<file path="src/rtl/snap_pkg.sv">
package snap_pkg;
   typedef enum logic [1:0] {
      ST_IDLE   = 2'd0,
      ST_ARMED  = 2'd1,
      ST_CAPT   = 2'd2,
      ST_FROZEN = 2'd3
   } snap_state_t;
endpackage

</file>
<file path="src/rtl/trs_detect.sv">
module trs_detect #(
   parameter int DW = 10
) (
   input  logic          clk,
   input  logic          rst_n,
   input  logic          vid_valid,
   input  logic [DW-1:0] vid_word,
   output logic          code_hit,
   output logic          code_fld,
   output logic          code_end
);
   localparam logic [DW-1:0] ONES  = {DW{1'b1}};
   localparam logic [DW-1:0] ZEROS = '0;

   logic [DW-1:0] hist_q [3];

   always_ff @(posedge clk) begin
      if (!rst_n) begin
         for (int i = 0; i < 3; i++) hist_q[i] <= '0;
      end else if (vid_valid) begin
         hist_q[0] <= vid_word;
         hist_q[1] <= hist_q[0];
         hist_q[2] <= hist_q[1];
      end
   end

   assign code_hit = vid_valid && (hist_q[2] == ONES) &&
                     (hist_q[1] == ZEROS) && (hist_q[0] == ZEROS);
   assign code_fld = vid_word[8];
   assign code_end = vid_word[6];
endmodule

</file>
<file path="src/rtl/pos_track.sv">
module pos_track #(
   parameter int LINE_W = 11
) (
   input  logic              clk,
   input  logic              rst_n,
   input  logic              code_hit,
   input  logic              code_fld,
   input  logic              code_end,
   output logic              field_q,
   output logic [LINE_W-1:0] line_q
);
   logic eav;
   assign eav = code_hit && code_end;

   always_ff @(posedge clk) begin
      if (!rst_n) begin
         field_q <= 1'b0;
         line_q  <= '0;
      end else if (eav) begin
         if (code_fld != field_q) begin
            field_q <= code_fld;
            line_q  <= '0;
         end else begin
            line_q  <= line_q + 1'b1;
         end
      end
   end

   AST_LINE_STEP: assert property (@(posedge clk) disable iff (!rst_n)
      (eav && code_fld == field_q) |=> line_q == $past(line_q) + 1'b1);
   AST_FIELD_RESTART: assert property (@(posedge clk) disable iff (!rst_n)
      (eav && code_fld != field_q) |=> (line_q == '0 && field_q == $past(code_fld)));
endmodule

</file>
<file path="src/rtl/snap_buffer.sv">
module snap_buffer #(
   parameter int DW       = 10,
   parameter int DEPTH    = 64,
   parameter bit READ_REG = 1'b1,
   localparam int ADDR_W  = $clog2(DEPTH)
) (
   input  logic              clk,
   input  logic              rst_n,
   input  logic              we,
   input  logic [ADDR_W-1:0] waddr,
   input  logic [DW-1:0]     wdata,
   input  logic [ADDR_W-1:0] raddr,
   output logic [DW-1:0]     rdata
);
   logic [DW-1:0] mem [DEPTH];

   always_ff @(posedge clk) begin
      if (we) mem[waddr] <= wdata;
   end

   generate
      if (READ_REG) begin : g_rd_reg
         logic [DW-1:0] rdata_q;
         always_ff @(posedge clk) begin
            if (!rst_n) rdata_q <= '0;
            else        rdata_q <= mem[raddr];
         end
         assign rdata = rdata_q;
      end else begin : g_rd_comb
         assign rdata = mem[raddr];
      end
   endgenerate
endmodule

</file>
<file path="src/rtl/snap_fsm.sv">
module snap_fsm
   import snap_pkg::*;
#(
   parameter int DEPTH   = 64,
   parameter int LINE_W  = 11,
   parameter int TIMER_W = 16,
   localparam int ADDR_W = $clog2(DEPTH)
) (
   input  logic               clk,
   input  logic               rst_n,
   input  logic               vid_valid,
   input  logic               code_hit,
   input  logic               code_end,
   input  logic               field_q,
   input  logic [LINE_W-1:0]  line_q,
   input  logic               trig_field,
   input  logic [LINE_W-1:0]  trig_line,
   input  logic               arm,
   input  logic               abort,
   input  logic               retrig_en,
   input  logic [TIMER_W-1:0] retrig_interval,
   output snap_state_t        state_q,
   output logic               we,
   output logic [ADDR_W-1:0]  waddr
);
   localparam logic [ADDR_W-1:0] LAST = ADDR_W'(DEPTH - 1);

   logic [ADDR_W-1:0]  ptr_q;
   logic [TIMER_W-1:0] timer_q;
   logic               sav_go;

   assign sav_go = code_hit && !code_end &&
                   (field_q == trig_field) && (line_q == trig_line);

   always_ff @(posedge clk) begin
      if (!rst_n) begin
         state_q <= ST_IDLE;
         ptr_q   <= '0;
         timer_q <= '0;
      end else if (abort) begin
         state_q <= ST_IDLE;
      end else begin
         unique case (state_q)
            ST_IDLE:   if (arm) state_q <= ST_ARMED;
            ST_ARMED:  if (sav_go) begin
                          state_q <= ST_CAPT;
                          ptr_q   <= '0;
                       end
            ST_CAPT:   if (vid_valid) begin
                          if (ptr_q == LAST) begin
                             state_q <= ST_FROZEN;
                             timer_q <= '0;
                          end else begin
                             ptr_q <= ptr_q + 1'b1;
                          end
                       end
            ST_FROZEN: if (arm) state_q <= ST_ARMED;
                       else if (retrig_en && timer_q == retrig_interval) state_q <= ST_ARMED;
                       else timer_q <= timer_q + 1'b1;
            default:   state_q <= ST_IDLE;
         endcase
      end
   end

   assign we    = (state_q == ST_CAPT) && vid_valid;
   assign waddr = ptr_q;

   AST_ENTRY_FROM_ARMED: assert property (@(posedge clk) disable iff (!rst_n)
      (state_q == ST_CAPT && $past(state_q) != ST_CAPT) |-> $past(state_q) == ST_ARMED);
   AST_START_AT_ZERO: assert property (@(posedge clk) disable iff (!rst_n)
      (state_q == ST_CAPT && $past(state_q) != ST_CAPT) |-> ptr_q == '0);
   AST_ARM_IGNORED: assert property (@(posedge clk) disable iff (!rst_n)
      (state_q == ST_CAPT && arm && !abort && !(vid_valid && ptr_q == LAST)) |=> state_q == ST_CAPT);
   AST_ABORT_IDLE: assert property (@(posedge clk) disable iff (!rst_n)
      abort |=> state_q == ST_IDLE);
   AST_FROZEN_HOLD: assert property (@(posedge clk) disable iff (!rst_n)
      (state_q == ST_FROZEN && !arm && !abort && !retrig_en) |=> state_q == ST_FROZEN);
endmodule

</file>
<file path="src/rtl/vid_snapshot_ctrl.sv">
module vid_snapshot_ctrl
   import snap_pkg::*;
#(
   parameter int DW       = 10,
   parameter int DEPTH    = 64,
   parameter int LINE_W   = 11,
   parameter int TIMER_W  = 16,
   parameter bit READ_REG = 1'b1,
   localparam int ADDR_W  = $clog2(DEPTH)
) (
   input  logic               clk,
   input  logic               rst_n,
   input  logic               vid_valid,
   input  logic [DW-1:0]      vid_word,
   input  logic               trig_field,
   input  logic [LINE_W-1:0]  trig_line,
   input  logic               arm,
   input  logic               abort,
   input  logic               retrig_en,
   input  logic [TIMER_W-1:0] retrig_interval,
   input  logic [ADDR_W-1:0]  rd_addr,
   output logic [DW-1:0]      rd_data,
   output logic [1:0]         status
);
   generate
      if (DW < 10) begin : g_bad_dw
         $error("vid_snapshot_ctrl: DW must be at least 10");
      end
      if (DEPTH < 2 || (1 << ADDR_W) != DEPTH) begin : g_bad_depth
         $error("vid_snapshot_ctrl: DEPTH must be a power of two of at least 2");
      end
      if (LINE_W < 1 || TIMER_W < 1) begin : g_bad_cnt
         $error("vid_snapshot_ctrl: counter widths must be positive");
      end
   endgenerate

   logic              code_hit, code_fld, code_end;
   logic              field_q;
   logic [LINE_W-1:0] line_q;
   snap_state_t       state_q;
   logic              we;
   logic [ADDR_W-1:0] waddr;

   trs_detect #(.DW(DW)) u_det (
      .clk(clk), .rst_n(rst_n), .vid_valid(vid_valid), .vid_word(vid_word),
      .code_hit(code_hit), .code_fld(code_fld), .code_end(code_end));

   pos_track #(.LINE_W(LINE_W)) u_pos (
      .clk(clk), .rst_n(rst_n), .code_hit(code_hit), .code_fld(code_fld),
      .code_end(code_end), .field_q(field_q), .line_q(line_q));

   snap_fsm #(.DEPTH(DEPTH), .LINE_W(LINE_W), .TIMER_W(TIMER_W)) u_fsm (
      .clk(clk), .rst_n(rst_n), .vid_valid(vid_valid), .code_hit(code_hit),
      .code_end(code_end), .field_q(field_q), .line_q(line_q),
      .trig_field(trig_field), .trig_line(trig_line), .arm(arm), .abort(abort),
      .retrig_en(retrig_en), .retrig_interval(retrig_interval),
      .state_q(state_q), .we(we), .waddr(waddr));

   snap_buffer #(.DW(DW), .DEPTH(DEPTH), .READ_REG(READ_REG)) u_buf (
      .clk(clk), .rst_n(rst_n), .we(we), .waddr(waddr), .wdata(vid_word),
      .raddr(rd_addr), .rdata(rd_data));

   assign status = state_q;

   AST_STATUS_RESET: assert property (@(posedge clk)
      $past(!rst_n) |-> status == 2'd0);
endmodule

</file>
<file path="config.mk">
export PLATFORM = sky130hd
export DESIGN_NAME = vid_snapshot_ctrl
export DESIGN_NICKNAME = d
export VERILOG_FILES = /design/src/rtl/snap_pkg.sv /design/src/rtl/trs_detect.sv /design/src/rtl/pos_track.sv /design/src/rtl/snap_buffer.sv /design/src/rtl/snap_fsm.sv /design/src/rtl/vid_snapshot_ctrl.sv
export SDC_FILE = /design/constraint.sdc
export NUM_CORES = 1
export LEC_CHECK = 0
export BUFFER_PORTS_ARGS = -buffer_cell sky130_fd_sc_hd__buf_2
export CELL_PAD_IN_SITES_DETAIL_PLACEMENT = 2
export CELL_PAD_IN_SITES_GLOBAL_PLACEMENT = 2
export CORE_MARGIN = 3
export CORE_UTILIZATION = 35
export DETAILED_ROUTE_END_ITERATION = 10
export PLACE_DENSITY_LB_ADDON = 0.25
export SYNTH_ARGS = -nofsm -noshare
export SYNTH_HDL_FRONTEND = slang
export SYNTH_SLANG_ARGS = --single-unit
</file>
<file path="constraint.sdc">
create_clock -name clk -period 3.1 [get_ports clk]
set_input_delay 0.465 -clock clk [delete_from_list [all_inputs] [get_ports clk]]
set_output_delay 0.465 -clock clk [all_outputs]
set_load 0.005 [all_outputs]
</file>
==> metrics.yaml, run 1 <==
clock_network:
  clkTransAtPathRegs_ps: 60
  h-tree-depth: 3
  clock_insertion_delay_worst_skew_ps: 630
  cts_setup_buffers: 0
  ctsRootBufferMaster: "sky130_fd_sc_hd__clkbuf_16"
  holdBufCountCts: 0
  cts_tree: "yes"
  cts_made_buffers: 80
  cts_num_sinks: 716
  post_cts_resized: 0
  cts_max_path_buffers: 3
sta:
  fin_worst_skew_ps: 33.82
  final_period_demand_of_the_worst_path_ps: 2772
  max_slew.worst_pin.slew_ps: 1316
  finalSetupViolCount: 0
  timing.max_slew.rel_slack: 0.1230
  post_route_fraction_of_the_period_consumed_by_the_critical_path: 0.8942
  achievable-frequency_ghz: 0.3608
  grt_setup_unrepaired: "false"
  hold_violations: 0
  fin_tns_setup_ps: 0
  setup_slack_ps: 328.1
  slew_viol_final: 0
die:
  top_ports: 62
  floorplan.initialDensity: 0.3564
  die_area_um2: 84550
  floorplan.core_area_um2: 79640
  die_w_um: 290.8
  die_height_um: 290.8
  fp-row-count: 103
global_route:
  vias_in_the_first_global_route: 16520
  gr-usage-all-layers: 0.1874
  largest_net_degree_at_the_start_of_global_routing: 53
  overflow: 0
  grt_antenna_before_repair: 7
  first_pass_grt_wire_length_um: 117000
critical_path:
  regToRegStartpoint: "u_det.hist_q[0][11]"
  crit_fanout: 13
  r2r_setup_slack_ps: 330
  crit_path_max_incr_delay_ps: 580
  worstPathArrival_ps: 3310
  endpoint_kind: "register"
  cp-startpoint: "u_det.hist_q[0][11]"
  timing.critical_path.from_type: "register"
  ff2ff_path_depth: 6
  critical_path_required_ps: 3640
  crit_slowest_cell: "sky130_fd_sc_hd__or4_1"
  critical_path_class: "register to register"
  rr_endpoint: "u_fsm.waddr[2]"
  crit_chain: "or4_1, or4_4, nor2_4, a21boi_1, or4_1, a21oi_1"
  path_common_cell: "sky130_fd_sc_hd__or4_1"
pwr:
  power.ir.vdd_worst_mv: 0.3510
  pwr_density_cell_nw_per_um2: 615.4
  static-leakage-power_nw: 10.81
  fin_total_pwr_mw: 20.43
logic_synthesis:
  ys_async_rst_share: 0
  syn-cell-area_um2: 28380
  synth_top_area_frac: 0.7088
  postSynth.topFlopCell: "sky130_fd_sc_hd__edfxtp_1"
  ys_seq_area_frac: 0.7413
  synth_commonest_cells: "sky130_fd_sc_hd__edfxtp_1, sky130_fd_sc_hd__mux4_2, sky130_fd_sc_hd__nor2_1"
  synth.largest_area_cell: "sky130_fd_sc_hd__edfxtp_1"
  ys_top_cells_by_area: "sky130_fd_sc_hd__edfxtp_1, sky130_fd_sc_hd__mux4_2, sky130_fd_sc_hd__dfxtp_1"
  avg_synthesized_cell_area_um2: 19.43
  synth.lib_cells_used.distinct: 58
  synth-edff-count: 670
  synthCells: 1461
  synth_fp_nets: 1519
  yosysMostFrequentCell: "sky130_fd_sc_hd__edfxtp_1"
  synth.yosys.warnings: 0
  postSynthRegisterBits: 716
detailed_routing:
  first_drt_pass_iteration_count: 5
  vias: 14990
  detailedRoute.firstIterationViolations: 1215
  antenna_violating_nets_post_route: 0
  routedWlPerCell_um: 28.63
  postRouteWirelength_um: 79470
  post_drt_via_cell_ratio: 5.399
  detail_route.drc_violations: 0
hold_path:
  min_path_type: "input pin to register"
  worstHoldPathCells: 3
  min_from: "rd_addr[5]"
  min_delay_worst_endpoint: "u_buf.rdata[4]"
place:
  detailedPlace.worstSlack_ps: 319.5
  buffer_ports.inserted: 61
  numPlacedInstances: 2626
  post-dp-hpwl_um: 51900
  routabilityCongestion: 0.7709
layout:
  synthesis_to_finish_area_growth_pct: 17.00
  final_layout_size_suffix_gt1_frac: 0.2851
  finish.net_count: 1716
  layoutNonFillerInstCount: 2776
  num-fill-cells: 7501
  final_core_utilization: 0.4170
outcome:
  run_status: "complete, no violations"
run:
  drv_cap: 0
worst max-delay path: cells and delay by family, from the launching register on:
kind | cells | cell delay, ps
flops | 1 | 390
simple gates | 4 | 1870
compound gates | 2 | 460
sequential cells by signal (all words and copies together), names as in the netlist:
signal         cells
u_buf.mem        640
u_det.hist_q      30
u_fsm.timer_q     16
u_pos.line_q      11
u_buf.rdata       10
u_fsm.waddr        6
u_fsm.state_q      2
u_pos.field_q      1
how the worst max path moves through the flow:
stage | to | depth (start not counted) | slack (ps)
after floorplan | u_buf.rdata[3] | 9 | 580
after global placement | u_buf.rdata[3] | 7 | 350
after detailed placement | u_buf.rdata[3] | 7 | 320
after CTS | u_fsm.waddr[2] | 6 | 320
after global routing | u_fsm.waddr[4] | 6 | 190
final | u_fsm.waddr[2] | 6 | 330
metrics by stage:
stage          hold WS, ps  cell area (um2)
3_5_place_dp         516.0            30800
6_report             172.4            33210
4_1_cts              135.0            33200
3_3_place_gp         487.5            30800
2_1_floorplan        467.2            28380
5_1_grt              185.4            33200
cell type report:
cell class | instances | area [um2] | area share
Antenna cell | 4 | 10.01 | 0.0003014
Clock buffer | 104 | 2186 | 0.06582
Clock inverter | 42 | 214.0 | 0.006443
Inverter | 8 | 30.03 | 0.0009043
Multi-Input combinational cell | 662 | 6997 | 0.2107
Sequential cell | 716 | 21040 | 0.6336
Tap cell | 1050 | 1314 | 0.03956
Timing Repair Buffer | 190 | 1418 | 0.04269
cells by family after synthesis:
logic type | Yosys count | share of synthesized area
flops | 716 | 0.7413
mux | 218 | 0.1532
fa+ha+maj | 8 | 0.003527
simple gates | 292 | 0.05316
compound gates | 106 | 0.02469
buf+inv | 83 | 0.01239
xor+xnor | 38 | 0.01173
power breakdown:
| part | total [mW] | switching, mW | internal [mW] | leakage [nW] |
|---|---|---|---|---|
| combinational | 0.983 | 0.597 | 0.386 | 3.18 |
| clock | 8.81 | 3.83 | 4.97 | 1.18 |
| sequential | 10.6 | 0.0395 | 10.6 | 6.45 |
cell usage in the layout (no fill, tap or decap), types with 8 or more instances in the layout:
cell type and n:
sky130_fd_sc_hd__nand4_1 12, sky130_fd_sc_hd__or3_1 15, sky130_fd_sc_hd__clkinv_2 16, sky130_fd_sc_hd__o21ai_0 22, sky130_fd_sc_hd__xnor2_1 25, sky130_fd_sc_hd__nor4_1 10, sky130_fd_sc_hd__nand3_1 30, sky130_fd_sc_hd__inv_1 8
sky130_fd_sc_hd__dfxtp_1 46, sky130_fd_sc_hd__nor2_1 89, sky130_fd_sc_hd__nand2_1 41, sky130_fd_sc_hd__xor2_1 13, sky130_fd_sc_hd__buf_4 120, sky130_fd_sc_hd__ha_1 8, sky130_fd_sc_hd__clkbuf_1 18, sky130_fd_sc_hd__clkinv_1 18
sky130_fd_sc_hd__buf_12 10, sky130_fd_sc_hd__mux2i_1 43, sky130_fd_sc_hd__buf_2 58, sky130_fd_sc_hd__a22oi_1 21, sky130_fd_sc_hd__nor2b_1 9, sky130_fd_sc_hd__edfxtp_1 670, sky130_fd_sc_hd__clkbuf_16 83, sky130_fd_sc_hd__or4_1 8
sky130_fd_sc_hd__a21oi_1 22, sky130_fd_sc_hd__mux4_2 173, sky130_fd_sc_hd__nand2b_1 13, sky130_fd_sc_hd__and3_1 38
layer usage:
layer / vias to the layer above / GRT usage / part of all wire / wire length [um]
met3: 115 / 0.03722 / 0.056 / 4421
met1: 8090 / 0.2520 / 0.43 / 34480
li1: 6394 / - / - / -
met2: 385 / 0.3080 / 0.49 / 38620
met5: - / 0 / 0.00034 / 27
met4: 4 / 0.05810 / 0.024 / 1928
Note: power is estimated with default switching activity, not from simulation.
==> inputs of run 2 (changes only) <==
--- a/config.mk
+++ b/config.mk
@@ -10,5 +10,6 @@
 export CELL_PAD_IN_SITES_GLOBAL_PLACEMENT = 2
-export CORE_MARGIN = 3
+export CORE_MARGIN = 2
 export CORE_UTILIZATION = 35
 export DETAILED_ROUTE_END_ITERATION = 10
+export GPL_ROUTABILITY_DRIVEN = 0
 export PLACE_DENSITY_LB_ADDON = 0.25
--- a/constraint.sdc
+++ b/constraint.sdc
@@ -3,2 +3,2 @@
 set_output_delay 0.465 -clock clk [all_outputs]
-set_load 0.005 [all_outputs]
+set_load 0.1 [all_outputs]
==> metrics.yaml, run 2 (synthesis gave the netlist of run 1 again) <==
pwr:
  comb_power_share: 0.052
  p_sw_frac: 0.2209
  pwr_density_cell_nw_per_um2: 637.3
  net-switching-power_mw: 4.713
  fin_total_pwr_mw: 21.33
  power.share.sequential: 0.499
  power.share.clock: 0.449
  cellInternalPower_mw: 16.62
  power.ir.vdd_worst_mv: 0.3536
  static-leakage-power_nw: 10.94
hold_path:
  min_path_type: "input pin to register"
detailed_routing:
  first_drt_pass_iteration_count: 5
  postRouteWirelength_um: 79700
  vias: 14980
  post_drt_via_cell_ratio: 5.375
  detail_route.drc_violations: 0
  antenna_violating_nets_post_route: 0
  detailedRoute.firstIterationViolations: 1090
  routedWlPerCell_um: 28.60
layout:
  number_of_flip_flops_under_the_largest_register_name: 640
  registers.top_by_ff_count: "u_buf.mem"
  synthesis_to_finish_area_growth_pct: 17.93
  top_library_cells_by_usage_in_the_layout_fill_and_taps_aside: "sky130_fd_sc_hd__edfxtp_1, sky130_fd_sc_hd__mux4_2, sky130_fd_sc_hd__buf_4"
  final_layout_size_suffix_gt1_frac: 0.2914
  biggestRegsByFlops: "u_buf.mem: 640 flops, u_det.hist_q: 30 flops, u_fsm.timer_q: 16 flops"
  finish.net_count: 1719
  final_core_utilization: 0.4162
  most_common_cell_after_layout_fill_and_taps_aside: "sky130_fd_sc_hd__edfxtp_1"
  layoutNonFillerInstCount: 2787
sta:
  grt_setup_unrepaired: "false"
  slew_viol_final: 0
  achievable-frequency_ghz: 0.3610
  finalSetupViolCount: 0
  fin_worst_skew_ps: 30.73
  timing.max_slew.rel_slack: 0.1951
  post_route_fraction_of_the_period_consumed_by_the_critical_path: 0.8935
  max_slew.worst_pin.slew_ps: 1207
  setup_slack_ps: 330.2
  hold_violations: 0
  fin_tns_setup_ps: 0
  final_period_demand_of_the_worst_path_ps: 2770
global_route:
  overflow: 0
  gr-usage-all-layers: 0.1945
  largest_net_degree_at_the_start_of_global_routing: 59
  vias_in_the_first_global_route: 16560
  grt_antenna_before_repair: 2
  first_pass_grt_wire_length_um: 117000
clock_network:
  cts_made_buffers: 80
  cts_max_path_buffers: 3
  clock_insertion_delay_worst_skew_ps: 640
  cts_num_sinks: 716
  post_cts_resized: 0
  ctsRootBufferMaster: "sky130_fd_sc_hd__clkbuf_16"
  clkTransAtPathRegs_ps: 60
  cts_tree: "yes"
  holdBufCountCts: 0
  cts_setup_buffers: 0
  h-tree-depth: 3
die:
  floorplan.initialDensity: 0.3530
  die_w_um: 288.8
  top_ports: 62
  floorplan.core_area_um2: 80420
  die_area_um2: 83390
  fp-row-count: 104
  die_height_um: 288.8
critical_path:
  critical_path_required_ps: 3650
  critical_path_class: "register to register"
  path_common_cell: "sky130_fd_sc_hd__or4_1"
  crit_path_max_incr_delay_ps: 590
  r2r_setup_slack_ps: 330
  crit_slowest_cell: "sky130_fd_sc_hd__or4_1"
  timing.critical_path.from_type: "register"
  crit_chain: "or4_1, or4_4, nor2_4, a21boi_1, or4_1, a21oi_1"
  worstPathArrival_ps: 3320
  crit_fanout: 13
  endpoint_kind: "register"
place:
  detailedPlace.worstSlack_ps: 325.8
  numPlacedInstances: 2639
  buffer_ports.inserted: 61
  post-dp-hpwl_um: 51830
outcome:
  run_status: "complete, no violations"
run:
  drv_cap: 0
[run 2: worst max-delay path: cells and delay by family (launching register included)]
| family | cells | cell delay (ps) |
|---|---|---|
| AOI/OAI and AO/OA | 2 | 450 |
| and+or+nand+nor | 4 | 1860 |
| DFF | 1 | 380 |
[run 2: path summary, 6_finish.rpt]
check                 startpoint  cells after the start               end
max          u_det.hist_q[0][11]                      6    u_fsm.waddr[3]
min                   rd_addr[5]                      3    u_buf.rdata[4]
max reg2reg  u_det.hist_q[0][11]                      6    u_fsm.waddr[3]
min reg2reg     u_fsm.timer_q[9]                      2  u_fsm.timer_q[9]
[run 2: power groups by stage]
stage               Combinational, mW  Clock, mW  Sequential, mW
global placement                 1.09          0            10.8
global route                     1.18       10.1            10.6
CTS                              1.13       9.80            10.6
floorplan                       0.505          0            10.9
finish                           1.11       9.57            10.6
detailed placement               1.12          0            10.9
[run 2: per-stage QoR]
step / instance area [um2] / hold WS (ps)
after detailed placement: 30840 / 513.3
after CTS: 33470 / 187.1
after global placement: 30840 / 501.2
after global routing: 33470 / 220.1
after floorplan: 28380 / 467.2
final: 33470 / 229.9
[run 2: layout make-up]
class	count	area, um2
multi-input combinational	662	6992
clock buffer	95	2101
inverter	8	30.03
clock inverter	52	528.0
sequential	716	21040
timing repair buffer	193	1453
tap	1060	1326
fill	7655	46950
antenna	1	2.502
[run 2: layer usage]
layer | share of wire | global-route usage | up-vias
met4 | 0.030 | 0.06508 | 2
met5 | 0.00016 | 0 | -
met3 | 0.051 | 0.03847 | 125
met1 | 0.42 | 0.2519 | 8075
li1 | - | - | 6403
met2 | 0.50 | 0.3285 | 375
